--- config.mk ---
export PLATFORM = sky130hd
export DESIGN_NAME = esusp_ctrl
export DESIGN_NICKNAME = d
export VERILOG_FILES = /design/src/rtl/esusp_ctrl.sv
export SDC_FILE = /design/constraint.sdc
export NUM_CORES = 1
export LEC_CHECK = 0
export BUFFER_PORTS_ARGS = -buffer_cell sky130_fd_sc_hd__buf_2
export CORE_MARGIN = 2
export CORE_UTILIZATION = 34
export CTS_BUF_LIST = sky130_fd_sc_hd__clkbuf_8 sky130_fd_sc_hd__clkbuf_16
export CTS_CLUSTER_DIAMETER = 40
export DETAILED_ROUTE_END_ITERATION = 16
export PLACE_DENSITY = 0.6
export SLEW_MARGIN = 20
export SYNTH_ARGS = -nofsm -noshare
export SYNTH_HDL_FRONTEND = slang
export SYNTH_SLANG_ARGS = --single-unit
--- constraint.sdc ---
create_clock -name clk -period 5.15 [get_ports clk]
set_input_delay 0.2575 -clock clk [delete_from_list [all_inputs] [get_ports clk]]
set_output_delay 0.2575 -clock clk [all_outputs]
set_load 0.02 [all_outputs]
--- src/rtl/esusp_ctrl.sv ---
module esusp_ctrl #(
  parameter int NSECT     = 8,
  parameter int OFS_W     = 4,
  parameter int BANK_W    = 2,
  parameter int BANK_ID   = 1,
  parameter int ERASE_CYC = 40,
  parameter int PROG_CYC  = 6,
  parameter int SUSP_LAT  = 3,
  localparam int SECT_W   = (NSECT > 1) ? $clog2(NSECT) : 1
) (
  input  logic              clk,
  input  logic              rst_n,
  input  logic              wr_en,
  input  logic [BANK_W-1:0] wr_bank,
  input  logic [SECT_W-1:0] wr_sect,
  input  logic [OFS_W-1:0]  wr_ofs,
  input  logic [7:0]        wr_data,
  input  logic              rd_en,
  input  logic [BANK_W-1:0] rd_bank,
  input  logic [SECT_W-1:0] rd_sect,
  input  logic [OFS_W-1:0]  rd_ofs,
  output logic              st_dq7,
  output logic              st_dq6,
  output logic              st_dq2,
  output logic              ready,
  output logic [NSECT-1:0]  prog_ok
);
  localparam logic [BANK_W-1:0] BANK_SEL = BANK_W'(BANK_ID);
  localparam int OMAX = (PROG_CYC > SUSP_LAT) ? PROG_CYC : SUSP_LAT;
  localparam int ECW  = $clog2(ERASE_CYC + 1);
  localparam int OCW  = $clog2(OMAX + 1);
  localparam int AW   = SECT_W + OFS_W;
  localparam logic [7:0] C_ERASE = 8'h80, C_SUSP = 8'hB0, C_RES = 8'h30, C_PGM = 8'hA0;

  typedef enum logic [2:0] {S_IDLE, S_ERASE, S_SPEND, S_SUSP, S_SPROG, S_PROG} st_t;
  st_t st;

  logic [ECW-1:0]    ecnt;
  logic [OCW-1:0]    ocnt;
  logic              arm;
  logic [SECT_W-1:0] esect;
  logic [AW-1:0]     tgt, last;
  logic              pd7, ld7, lastv;

  wire wr_hit   = wr_en && (wr_bank == BANK_SEL);
  wire rd_hit   = rd_en && (rd_bank == BANK_SEL);
  wire prog_run = (st == S_PROG) || (st == S_SPROG);
  wire erasing  = (st == S_ERASE) || (st == S_SPEND);
  wire [AW-1:0] raddr = {rd_sect, rd_ofs};

  assign ready = (st == S_IDLE) || (st == S_SUSP);

  for (genvar i = 0; i < NSECT; i++) begin : g_ok
    assign prog_ok[i] = (st == S_IDLE) || ((st == S_SUSP) && (esect != SECT_W'(i)));
  end

  always_ff @(posedge clk) begin
    if (!rst_n) begin
      st    <= S_IDLE;
      ecnt  <= '0;
      ocnt  <= '0;
      arm   <= 1'b0;
      esect <= '0;
      tgt   <= '0;
      last  <= '0;
      pd7   <= 1'b0;
      ld7   <= 1'b0;
      lastv <= 1'b0;
    end else begin
      case (st)
        S_ERASE: begin
          if (ecnt == ECW'(1)) st <= S_IDLE;
          else begin
            ecnt <= ecnt - ECW'(1);
            if (wr_hit && wr_data == C_SUSP) begin
              st   <= S_SPEND;
              ocnt <= OCW'(SUSP_LAT);
            end
          end
        end
        S_SPEND: begin
          if (ocnt == OCW'(1)) st <= S_SUSP;
          else ocnt <= ocnt - OCW'(1);
        end
        S_PROG, S_SPROG: begin
          if (ocnt == OCW'(1)) begin
            st    <= (st == S_SPROG) ? S_SUSP : S_IDLE;
            lastv <= 1'b1;
            last  <= tgt;
            ld7   <= pd7;
          end else ocnt <= ocnt - OCW'(1);
        end
        default: begin
          if (wr_hit) begin
            arm <= 1'b0;
            if (arm) begin
              if (st == S_IDLE || wr_sect != esect) begin
                st   <= (st == S_IDLE) ? S_PROG : S_SPROG;
                ocnt <= OCW'(PROG_CYC);
                tgt  <= {wr_sect, wr_ofs};
                pd7  <= wr_data[7];
              end
            end else if (wr_data == C_PGM) begin
              arm <= 1'b1;
            end else if (st == S_IDLE && wr_data == C_ERASE) begin
              st    <= S_ERASE;
              ecnt  <= ECW'(ERASE_CYC);
              esect <= wr_sect;
              lastv <= 1'b0;
            end else if (st == S_SUSP && wr_data == C_RES) begin
              st <= S_ERASE;
            end
          end
        end
      endcase
    end
  end

  always_ff @(posedge clk) begin
    if (!rst_n) begin
      st_dq7 <= 1'b1;
      st_dq6 <= 1'b0;
      st_dq2 <= 1'b0;
    end else if (rd_hit) begin
      if (!ready) st_dq6 <= ~st_dq6;
      if (st == S_SPROG && rd_sect == esect) st_dq2 <= ~st_dq2;
      if (prog_run && raddr == tgt)  st_dq7 <= ~pd7;
      else if (erasing)              st_dq7 <= 1'b0;
      else if (lastv && raddr == last) st_dq7 <= ld7;
      else                           st_dq7 <= 1'b1;
    end
  end
endmodule

==> results.yml, run 1 <==
clock_tree:
  cts_setup_buffers: 0
  clkSlewWorstSetupHoldPaths_ns: 0.08
  hold_buffers: 0
  clock_sinks: 36
  clk-insertion-delay-late_ns: 0.29
  post_cts_resized: 0
  clock_path_buffers: 2
  htree_num_levels: 2
  cts_root_buf: "clkbuf_8"
  cts_tree: "done"
  cts_made_buffers: 5
synthesis:
  synthesis.area_um2: 2250
  synth_largest_area_cell: "dfxtp_1"
  synth_top_family_by_area: "simple AND/OR/NAND/NOR gates"
  syn_avg_cell_area_um2: 8.49
  ys_seq_elements: 36
  synthTopCellsByArea: "dfxtp_1 (32%), xnor2_1 (5.8%), nand2_1 (4.8%), a21boi_0 (4.0%), nor2b_1 (3.9%)"
  synth-edff-count: 0
  async_flop_share: 0
  synth_xor_xnor_area_share: 0.0895
  synth_top_area_frac: 0.320
  synth.distinct_cells: 52
  yosysSeqAreaShare: 0.320
  post_synth_fa_ha_maj_area_fraction: 0.0222
  synth_warnings: 0
  synth-main-ff-cell: "dfxtp_1"
  synth_compound_area_frac: 0.188
  syn_inst: 265
  synth-simple-area-share: 0.288
  synth_mux_area_frac: 0.0406
  synth_fp_nets: 299
routing:
  first_iter_violations: 101
  wl_per_cell_um: 13.4
  route.vias.total: 1959
  firstDrtPassIters: 4
  wirelength_um: 5030
  vias_per_cell: 5.24
  drc: 0
  antenna_left: 0
global_route:
  grtUsageTotal: 0.142
  antenna_found_initial: 0
  overflow: 0
  grt_pass1_wl_um: 8270
  grt_pass1_vias: 1737
  grt_max_degree: 42
min_path:
  hold_path.class: "in2reg"
  hold_depth: 3
finish:
  finalNetCount: 330
  multi_input_area_um2: 1410
  drive_gt1_frac: 0.199
  area_delta_synth_final_pct: 14.2
  fin_util: 0.402
  final_cell_mix: "buf_2 (41), dfxtp_1 (36), nand2_1 (29)"
  design_area_um2: 2570
  final_common_cell: "buf_2"
  num_antenna_cells: 0
  fillers: 688
  seqCellArea_um2: 721
critical_path:
  crit_fanout: 16
  worstPathCellList: "or3_1 > a21oi_1 > and3_1 > mux2i_1 > nor2b_1"
  start_kind: "flop"
  reg2regPathDepth: 5
  cpMaxStageDelayCell: "or3_1"
  cp-end-kind: "flop"
  cp_data_required_time_ns: 5.33
  max_stage_delay_ns: 0.64
  crit_type: "reg2reg"
  crit_arrival_ns: 2.49
pwr:
  clockPowerShare: 0.258
  internal_power_uw: 599
  p_comb_frac: 0.388
  p_total_uw: 963
  p_switching_uw: 363
  seqPwrFrac: 0.354
  p_leak_nw: 0.962
  ir_drop_uv: 154
  p_per_area_nw_per_um2: 375
  switching_share: 0.378
floorplan:
  die-area_um2: 7290
  io_pins: 42
  die_h_um: 85.4
  die_w_um: 85.4
  rows: 29
  core_um2: 6390
  initial_utilization: 0.352
sta:
  fmax_mhz: 433
  min_period_over_period: 0.448
  fin_worst_skew_ns: 0.0109
  tightest_slew_ns: 0.661
  finalHoldViolations: 0
  hold_slack_ns: 0.230
  slew_headroom: 0.558
  fin_setup_tns_ns: 0
  min_period_ns: 2.31
  setup_viol: 0
  rsz0062_at_grt: "false"
  drv_slew: 0
job:
  maxCapViolCount: 0
placed_design:
  placed_area_um2: 2460
  place_hpwl_um: 3730
  gp_congestion: 0.793
  io_buffers: 41
outcome:
  status: "complete, no violations"
kinds of logic (layout without fill, tap and decap cells):
logic type / count (synthesis) / in the layout
XOR/XNOR: 23 / 23
AND/OR/NAND/NOR: 111 / 111
buffers and inverters: 24 / 56
multiplexers: 9 / 9
AO/OA/AOI/OAI: 58 / 58
adder cells (fa/ha/maj): 4 / 4
flip-flops: 36 / 36
power groups by stage:
stage | clock network, mW | registers, mW | logic, mW
detailed placement | 0 | 0.348 | 0.374
finish | 0.248 | 0.341 | 0.374
floorplan | 0 | 0.335 | 0.300
global route | 0.270 | 0.347 | 0.416
global placement | 0 | 0.346 | 0.372
CTS | 0.257 | 0.341 | 0.376
area by class of cell:
cell class,instances,area share
Multi-Input combinational cell,205,0.550
Sequential cell,36,0.280
Timing Repair Buffer,41,0.0798
Tap cell,77,0.0375
Clock buffer,5,0.0268
Clock inverter,3,0.0151
Inverter,7,0.0102
registers in the layout, indices dropped and copies added, names as in the netlist:
signal  flops
last        7
tgt         7
ecnt        6
esect       3
ocnt        3
st          3
arm         1
lastv       1
ld7         1
pd7         1
st_dq2      1
st_dq6      1
st_dq7      1
worst paths after layout:
kind / startpoint / endpoint / slack, ns
max reg2reg: st[2]$_SDFFE_PN0P_ / tgt[0]$_SDFFE_PN0P_ / 2.84
max: st[2]$_SDFFE_PN0P_ / tgt[0]$_SDFFE_PN0P_ / 2.84
min: wr_ofs[3] / tgt[3]$_SDFFE_PN0P_ / 0.23
min reg2reg: last[0]$_SDFFE_PN0P_ / last[0]$_SDFFE_PN0P_ / 0.48
synthesized netlist by cell type, types with 5 or more instances:
master	n
xnor2_1	15
inv_1	7
nand3_1	7
o211ai_1	5
nand2_1	29
xor2_1	8
nand2b_1	7
nor2b_1	14
mux2i_1	8
a21oi_1	9
dfxtp_1	36
clkbuf_1	11
nand4_1	6
nor2_1	13
o21ai_0	10
a21boi_0	12
worst max-delay path, delay by kind of cell, from the launching register on:
| family | cells | cell delay, ns |
|---|---|---|
| AOI/OAI and AO/OA | 1 | 0.30 |
| DFF | 1 | 0.42 |
| muxes | 1 | 0.24 |
| and+or+nand+nor | 3 | 1.24 |
per-layer routing:
metal  vias to the layer above  part of all wire  global-route usage
li1                        994                 -                   -
met1                       908              0.49               0.192
met2                        52              0.44               0.217
met3                         5             0.056              0.0350
met4                         0             0.013              0.0519
met5                         -                 0                   0
metrics by stage:
stage	instances	worst slack [ns]
5_1_grt	374	2.67
3_3_place_gp	366	2.93
2_1_floorplan	265	3.45
3_5_place_dp	366	2.86
6_report	374	2.84
4_1_cts	374	2.85
Note: power is estimated with default switching activity, not from simulation.
==> inputs of run 2 (changes only) <==
--- a/config.mk
+++ b/config.mk
@@ -5,6 +5,7 @@
 export SDC_FILE = /design/constraint.sdc
 export NUM_CORES = 1
 export LEC_CHECK = 0
+export ABC_AREA = 1
 export BUFFER_PORTS_ARGS = -buffer_cell sky130_fd_sc_hd__buf_2
 export CORE_MARGIN = 2
 export CORE_UTILIZATION = 34
==> constraint.sdc (replaced) <==
create_clock -name clk -period 2.4 [get_ports clk]
set_input_delay 0.12 -clock clk [delete_from_list [all_inputs] [get_ports clk]]
set_output_delay 0.12 -clock clk [all_outputs]
set_load 0.02 [all_outputs]
==> results.yml, run 2 <==
outcome:
  status: "complete, no violations"
synthesis:
  synthesis.area_um2: 2260
  ys_seq_elements: 36
  synth_largest_area_cell: "dfxtp_1"
  syn_inst: 357
  syn_avg_cell_area_um2: 6.34
  yosysSeqAreaShare: 0.318
  yosysMostFrequentCell: "nand2_1"
  synth-main-ff-cell: "dfxtp_1"
  async_flop_share: 0
  synth.distinct_cells: 31
  synth_fp_nets: 391
  synth-edff-count: 0
  synth_top_area_frac: 0.318
  synth_warnings: 0
  synth_commonest_cells: "nand2_1 (78), nor2_1 (55), inv_1 (42), dfxtp_1 (36), a21oi_1 (33)"
  synthTopCellsByArea: "dfxtp_1 (32%), nand2_1 (13%), nor2_1 (9.1%), a21oi_1 (7.3%), inv_1 (7.0%)"
finish:
  finalNetCount: 431
  drive_gt1_frac: 0.181
  final_common_cell: "nand2_1"
  num_antenna_cells: 0
  fin_cells: 475
  final_cell_mix: "nand2_1 (78), nor2_1 (55), inv_1 (43)"
  area_delta_synth_final_pct: 16.5
  reg_top3: "last: 7 flops, tgt: 7 flops, ecnt: 6 flops"
sta:
  finalHoldViolations: 0
  fin_setup_tns_ns: 0
  fmax_mhz: 505
  rsz0062_at_grt: "false"
  hold_slack_ns: 0.110
  min_period_over_period: 0.824
  drv_slew: 0
  slew_headroom: 0.712
  fin_worst_skew_ns: 0.00417
  min_period_ns: 1.98
  fin_ws_ns: 0.422
  setup_viol: 0
  tightest_slew_ns: 0.432
pwr:
  p_leak_nw: 1.22
  p_total_mw: 2.14
  p_per_area_nw_per_um2: 810
  ir_drop_uv: 332
floorplan:
  initial_utilization: 0.354
  rows: 29
  die_w_um: 85.6
  die-area_um2: 7330
  die_h_um: 85.6
  io_pins: 42
  core_um2: 6390
routing:
  drc: 0
  wirelength_um: 5550
  route.vias.total: 2317
  routed.top_layer: "met4"
  first_iter_violations: 137
  wl_per_cell_um: 11.7
  vias_per_cell: 4.88
  wl_met1_um: 2560
  wl_met3_um: 228
  antenna_left: 0
  routed-wl-met2_um: 2630
  firstDrtPassIters: 4
min_path:
  worstHoldEndpoint: "tgt[1]$_SDFFE_PN0P_"
  holdCritStartpoint: "wr_ofs[1]"
  hold_depth: 3
  hold_path.class: "in2reg"
critical_path:
  cp-end-kind: "primary output"
  crit_fanout: 10
  start_kind: "flop"
  reg2reg_to: "tgt[2]$_SDFFE_PN0P_"
  reg2regPathDepth: 7
  crit_arrival_ns: 1.86
  worstPathCellList: "inv_1 > nand3_2 > nand2_1 > clkinv_1 > a41oi_1 > buf_2"
  cpMaxStageDelayCell: "dfxtp_1"
  max_stage_delay_ns: 0.35
  cp_data_required_time_ns: 2.28
  crit_type: "reg2out"
  rr_startpoint: "st[1]$_SDFFE_PN0P_"
  reg2reg_setup_slack_ns: 0.69
placed_design:
  io_buffers: 41
  dp.cells: 467
  gp_congestion: 0.837
  place_hpwl_um: 4330
  dp_slack_ns: 0.725
global_route:
  overflow: 0
  grt_pass1_wl_um: 9300
  grt_max_degree: 28
  grt_pass1_vias: 2098
  antenna_found_initial: 0
  grtUsageTotal: 0.158
clock_tree:
  cts_made_buffers: 5
  clock_path_buffers: 2
  post_cts_resized: 0
  clk-insertion-delay-late_ns: 0.29
  clkSlewWorstSetupHoldPaths_ns: 0.08
  cts_root_buf: "clkbuf_8"
  htree_num_levels: 2
  clock_sinks: 36
  hold_buffers: 0
  cts_setup_buffers: 0
  cts_tree: "done"
job:
  maxCapViolCount: 0
## run 2: changes by cell type in the layout (fill, tap and decap cells not counted), moves of 6 or more
cell | before | now
nor2b_1 | 14 | 0
inv_2 | 0 | 6
nand2_1 | 29 | 78
or2_2 | 0 | 8
a41oi_1 | 0 | 6
inv_1 | 8 | 43
nand2b_1 | 7 | 0
nand3_1 | 7 | 16
mux2i_1 | 8 | 0
nor2_1 | 13 | 55
a21oi_1 | 9 | 33
a21boi_0 | 12 | 0
o21ai_0 | 10 | 28
xnor2_1 | 15 | 2
## run 2: how the worst max path moves through the flow
stage                                  start             endpoint  slack [ns]  depth (start not counted)
after detailed placement  st[1]$_SDFFE_PN0P_  tgt[2]$_SDFFE_PN0P_        0.73                          7
after global placement    st[1]$_SDFFE_PN0P_  tgt[1]$_SDFFE_PN0P_        0.80                          7
after CTS                 st[0]$_SDFFE_PN0P_           prog_ok[6]        0.41                          6
after global routing      st[0]$_SDFFE_PN0P_           prog_ok[3]        0.26                          6
final                     st[0]$_SDFFE_PN0P_           prog_ok[6]        0.42                          6
after floorplan           st[0]$_SDFFE_PN0P_           prog_ok[1]        0.76                          5
## run 2: layer usage
metal  track usage  up-vias
met3        0.0327       11
li1              -     1233
met4        0.0548        0
met5             0        -
met2         0.268       46
met1         0.199     1027
## run 2: metrics by stage
| stage | instance area [um^2] | util |
|---|---|---|
| 3_3_place_gp | 2530 | 0.396 |
| 2_1_floorplan | 2260 | - |
| 3_5_place_dp | 2530 | 0.396 |
| 4_1_cts | 2640 | 0.413 |
| 5_1_grt | 2640 | 0.413 |
| 6_report | 2640 | 0.413 |
## run 2: layout make-up
class	count	area, um^2
clock buffer	5	68.8
clock inverter	3	38.8
fill	684	3750
inverter	50	188
multi-input combinational	262	1310
sequential	36	721
tap	77	96.3
timing repair buffer	42	213
## run 2: kinds of logic (layout without fill, tap and decap cells)
group / count (synthesis) / count (layout) / synth area share
buffers and inverters: 59 / 100 / 0.102
adders and majority gates: 4 / 4 / 0.0221
AOI/OAI and AO/OA: 74 / 74 / 0.180
xor gates and xnor gates: 8 / 8 / 0.0310
and+or+nand+nor: 176 / 176 / 0.347
DFF: 36 / 36 / 0.318
## run 2: critical path: cells and delay by family, from the launching register on
family	cells	cell delay [ns]
simple gates	2	0.34
compound gates	1	0.26
flops	1	0.35
buf+inv	3	0.61
## run 2: where the power goes
group / switching, mW / internal [mW] / leakage (nW) / total (mW)
combinational: 0.604 / 0.317 / 0.868 / 0.921
sequential: 0.0361 / 0.637 / 0.291 / 0.674
clock: 0.237 / 0.304 / 0.0593 / 0.542
==> inputs of run 3 (changes only) <==
--- a/config.mk
+++ b/config.mk
@@ -12,7 +12,7 @@
 export CTS_BUF_LIST = sky130_fd_sc_hd__clkbuf_8 sky130_fd_sc_hd__clkbuf_16
 export CTS_CLUSTER_DIAMETER = 40
 export DETAILED_ROUTE_END_ITERATION = 16
-export PLACE_DENSITY = 0.6
+export PLACE_DENSITY = 0.62
 export SLEW_MARGIN = 20
 export SYNTH_ARGS = -nofsm -noshare
 export SYNTH_HDL_FRONTEND = slang
==> constraint.sdc (replaced) <==
create_clock -name clk -period 1.7 [get_ports clk]
set_input_delay 0.085 -clock clk [delete_from_list [all_inputs] [get_ports clk]]
set_output_delay 0.085 -clock clk [all_outputs]
set_load 0.02 [all_outputs]
==> results.yml, run 3 (synthesis gave the netlist of run 2 again) <==
routing:
  vias_per_cell: 4.86
  wirelength_um: 5610
  firstDrtPassIters: 4
  drc: 0
  first_iter_violations: 120
  route.vias.total: 2334
  antenna_left: 0
  wl_per_cell_um: 11.7
clock_tree:
  clock_sinks: 36
  hold_buffers: 0
  clk-insertion-delay-late_ns: 0.30
  cts_tree: "done"
  clock_path_buffers: 2
  clkSlewWorstSetupHoldPaths_ns: 0.08
  htree_num_levels: 2
  cts_made_buffers: 5
  cts_root_buf: "clkbuf_8"
pwr:
  ir_drop_uv: 469
  p_total_mw: 3.11
  p_leak_nw: 1.25
  p_per_area_nw_per_um2: 1150
critical_path:
  reg2reg_to: "st[1]$_SDFFE_PN0P_"
  rr_startpoint: "st[2]$_SDFFE_PN0P_"
  crit_type: "reg2reg"
  path_common_cell: "nand2_1"
  path_buf_inv: 3
  critical-path-top-delay-family: "simple AND/OR/NAND/NOR gates"
  crit_arrival_ns: 1.80
  cp-end-kind: "flop"
  crit_fanout: 6
  worstPathCellList: "inv_2 > nor2_1 > inv_2 > nand3_4 > inv_2 > nand2_1 > nand2_1 > nor2_2 > nand2_2 > nand2_1 > nand2_1 > nor2_1"
  reg2reg_setup_slack_ns: 0.13
  worst-path-stages: 12
  reg2regPathDepth: 12
  cpMaxStageDelayCell: "dfxtp_1"
  start_kind: "flop"
  cp_data_required_time_ns: 1.93
  max_stage_delay_ns: 0.37
sta:
  fin_setup_tns_ns: 0
  min_period_over_period: 0.923
  min_period_ns: 1.57
  rsz0062_at_grt: "true"
  slew_headroom: 0.761
  fin_worst_skew_ns: 0.00475
  finalHoldViolations: 0
  fin_ws_ns: 0.131
  setup_viol: 0
  fmax_mhz: 637
  drv_slew: 0
  tightest_slew_ns: 0.358
finish:
  final_cell_mix: "nand2_1 (78), nor2_1 (55), inv_1 (43)"
  final_common_cell: "nand2_1"
  area_delta_synth_final_pct: 19.2
  fillers: 700
  design_area_um2: 2700
  drive_gt1_frac: 0.203
  multi_input_area_um2: 1330
  num_antenna_cells: 0
  seqCellArea_um2: 724
  fin_util: 0.423
  reg_top3: "last: 7 flops, tgt: 7 flops, ecnt: 6 flops"
  finalNetCount: 436
floorplan:
  die-area_um2: 7330
  die_h_um: 85.6
  rows: 29
  die_w_um: 85.6
  io_pins: 42
  core_um2: 6390
  initial_utilization: 0.354
global_route:
  grt_max_degree: 27
  grt_pass1_vias: 2146
  antenna_found_initial: 0
  grtUsageTotal: 0.159
  grt_pass1_wl_um: 9450
  overflow: 0
min_path:
  worstHoldEndpoint: "tgt[0]$_SDFFE_PN0P_"
  hold_depth: 3
  holdCritStartpoint: "wr_ofs[0]"
  hold_path.class: "in2reg"
placed_design:
  placed_area_um2: 2570
  io_buffers: 41
  gp_congestion: 0.785
  place_hpwl_um: 4280
  dp_slack_ns: 0.0995
outcome:
  status: "complete, no violations"
job:
  maxCapViolCount: 0
run 3: layer usage:
metal / track usage / up-vias / share of wire
met5: 0 / - / 0
met3: 0.0346 / 8 / 0.047
met1: 0.203 / 1037 / 0.47
met2: 0.268 / 49 / 0.47
met4: 0.0505 / 0 / 0.013
li1: - / 1240 / -
run 3: where the power goes:
group / total (mW) / internal (mW) / leakage (nW) / switching, mW
Sequential: 0.947 / 0.900 / 0.292 / 0.0472
Clock: 0.759 / 0.430 / 0.0593 / 0.330
Combinational: 1.40 / 0.502 / 0.899 / 0.897
run 3: what timing repair did:
action                     CTS  global route
setup endpoints to repair    8            17
resized for setup            1             7
buffers inserted             0             0
run 3: area by class of cell:
type | count | share of cell area
clock buffers | 5 | 0.0255
repair buffers | 47 | 0.0936
inverters | 50 | 0.0705
well taps | 77 | 0.0357
multi-input cells | 262 | 0.492
flip-flops and latches | 36 | 0.268
clock inverters | 3 | 0.0144
run 3: how the worst max path moves through the flow:
stage | startpoint | to | slack, ns
after global routing | st[2]$_SDFFE_PN0P_ | ocnt[0]$_SDFFE_PN0P_ | -0.03
after CTS | st[2]$_SDFFE_PN0P_ | prog_ok[2] | 0.04
after floorplan | st[0]$_SDFFE_PN0P_ | prog_ok[1] | 0.09
final | st[2]$_SDFFE_PN0P_ | st[1]$_SDFFE_PN0P_ | 0.13
after global placement | st[2]$_SDFFE_PN0P_ | tgt[2]$_SDFFE_PN0P_ | 0.10
after detailed placement | st[2]$_SDFFE_PN0P_ | tgt[1]$_SDFFE_PN0P_ | 0.1
run 3: through the flow:
stage | cells | hold WS [ns]
6_report | 480 | 0.0698
5_1_grt | 480 | 0.120
4_1_cts | 480 | 0.0664
3_5_place_dp | 472 | 0.377
3_3_place_gp | 472 | 0.366
2_1_floorplan | 357 | 0.261
run 3: worst reg2reg max path: stages (launching register included):
cell and delay, ns:
dfxtp_1 0.37, inv_2 0.09, nor2_1 0.16, inv_2 0.08, nand3_4 0.13, inv_2 0.07, nand2_1 0.08, nand2_1 0.07
nor2_2 0.15, nand2_2 0.09, nand2_1 0.07, nand2_1 0.05, nor2_1 0.09
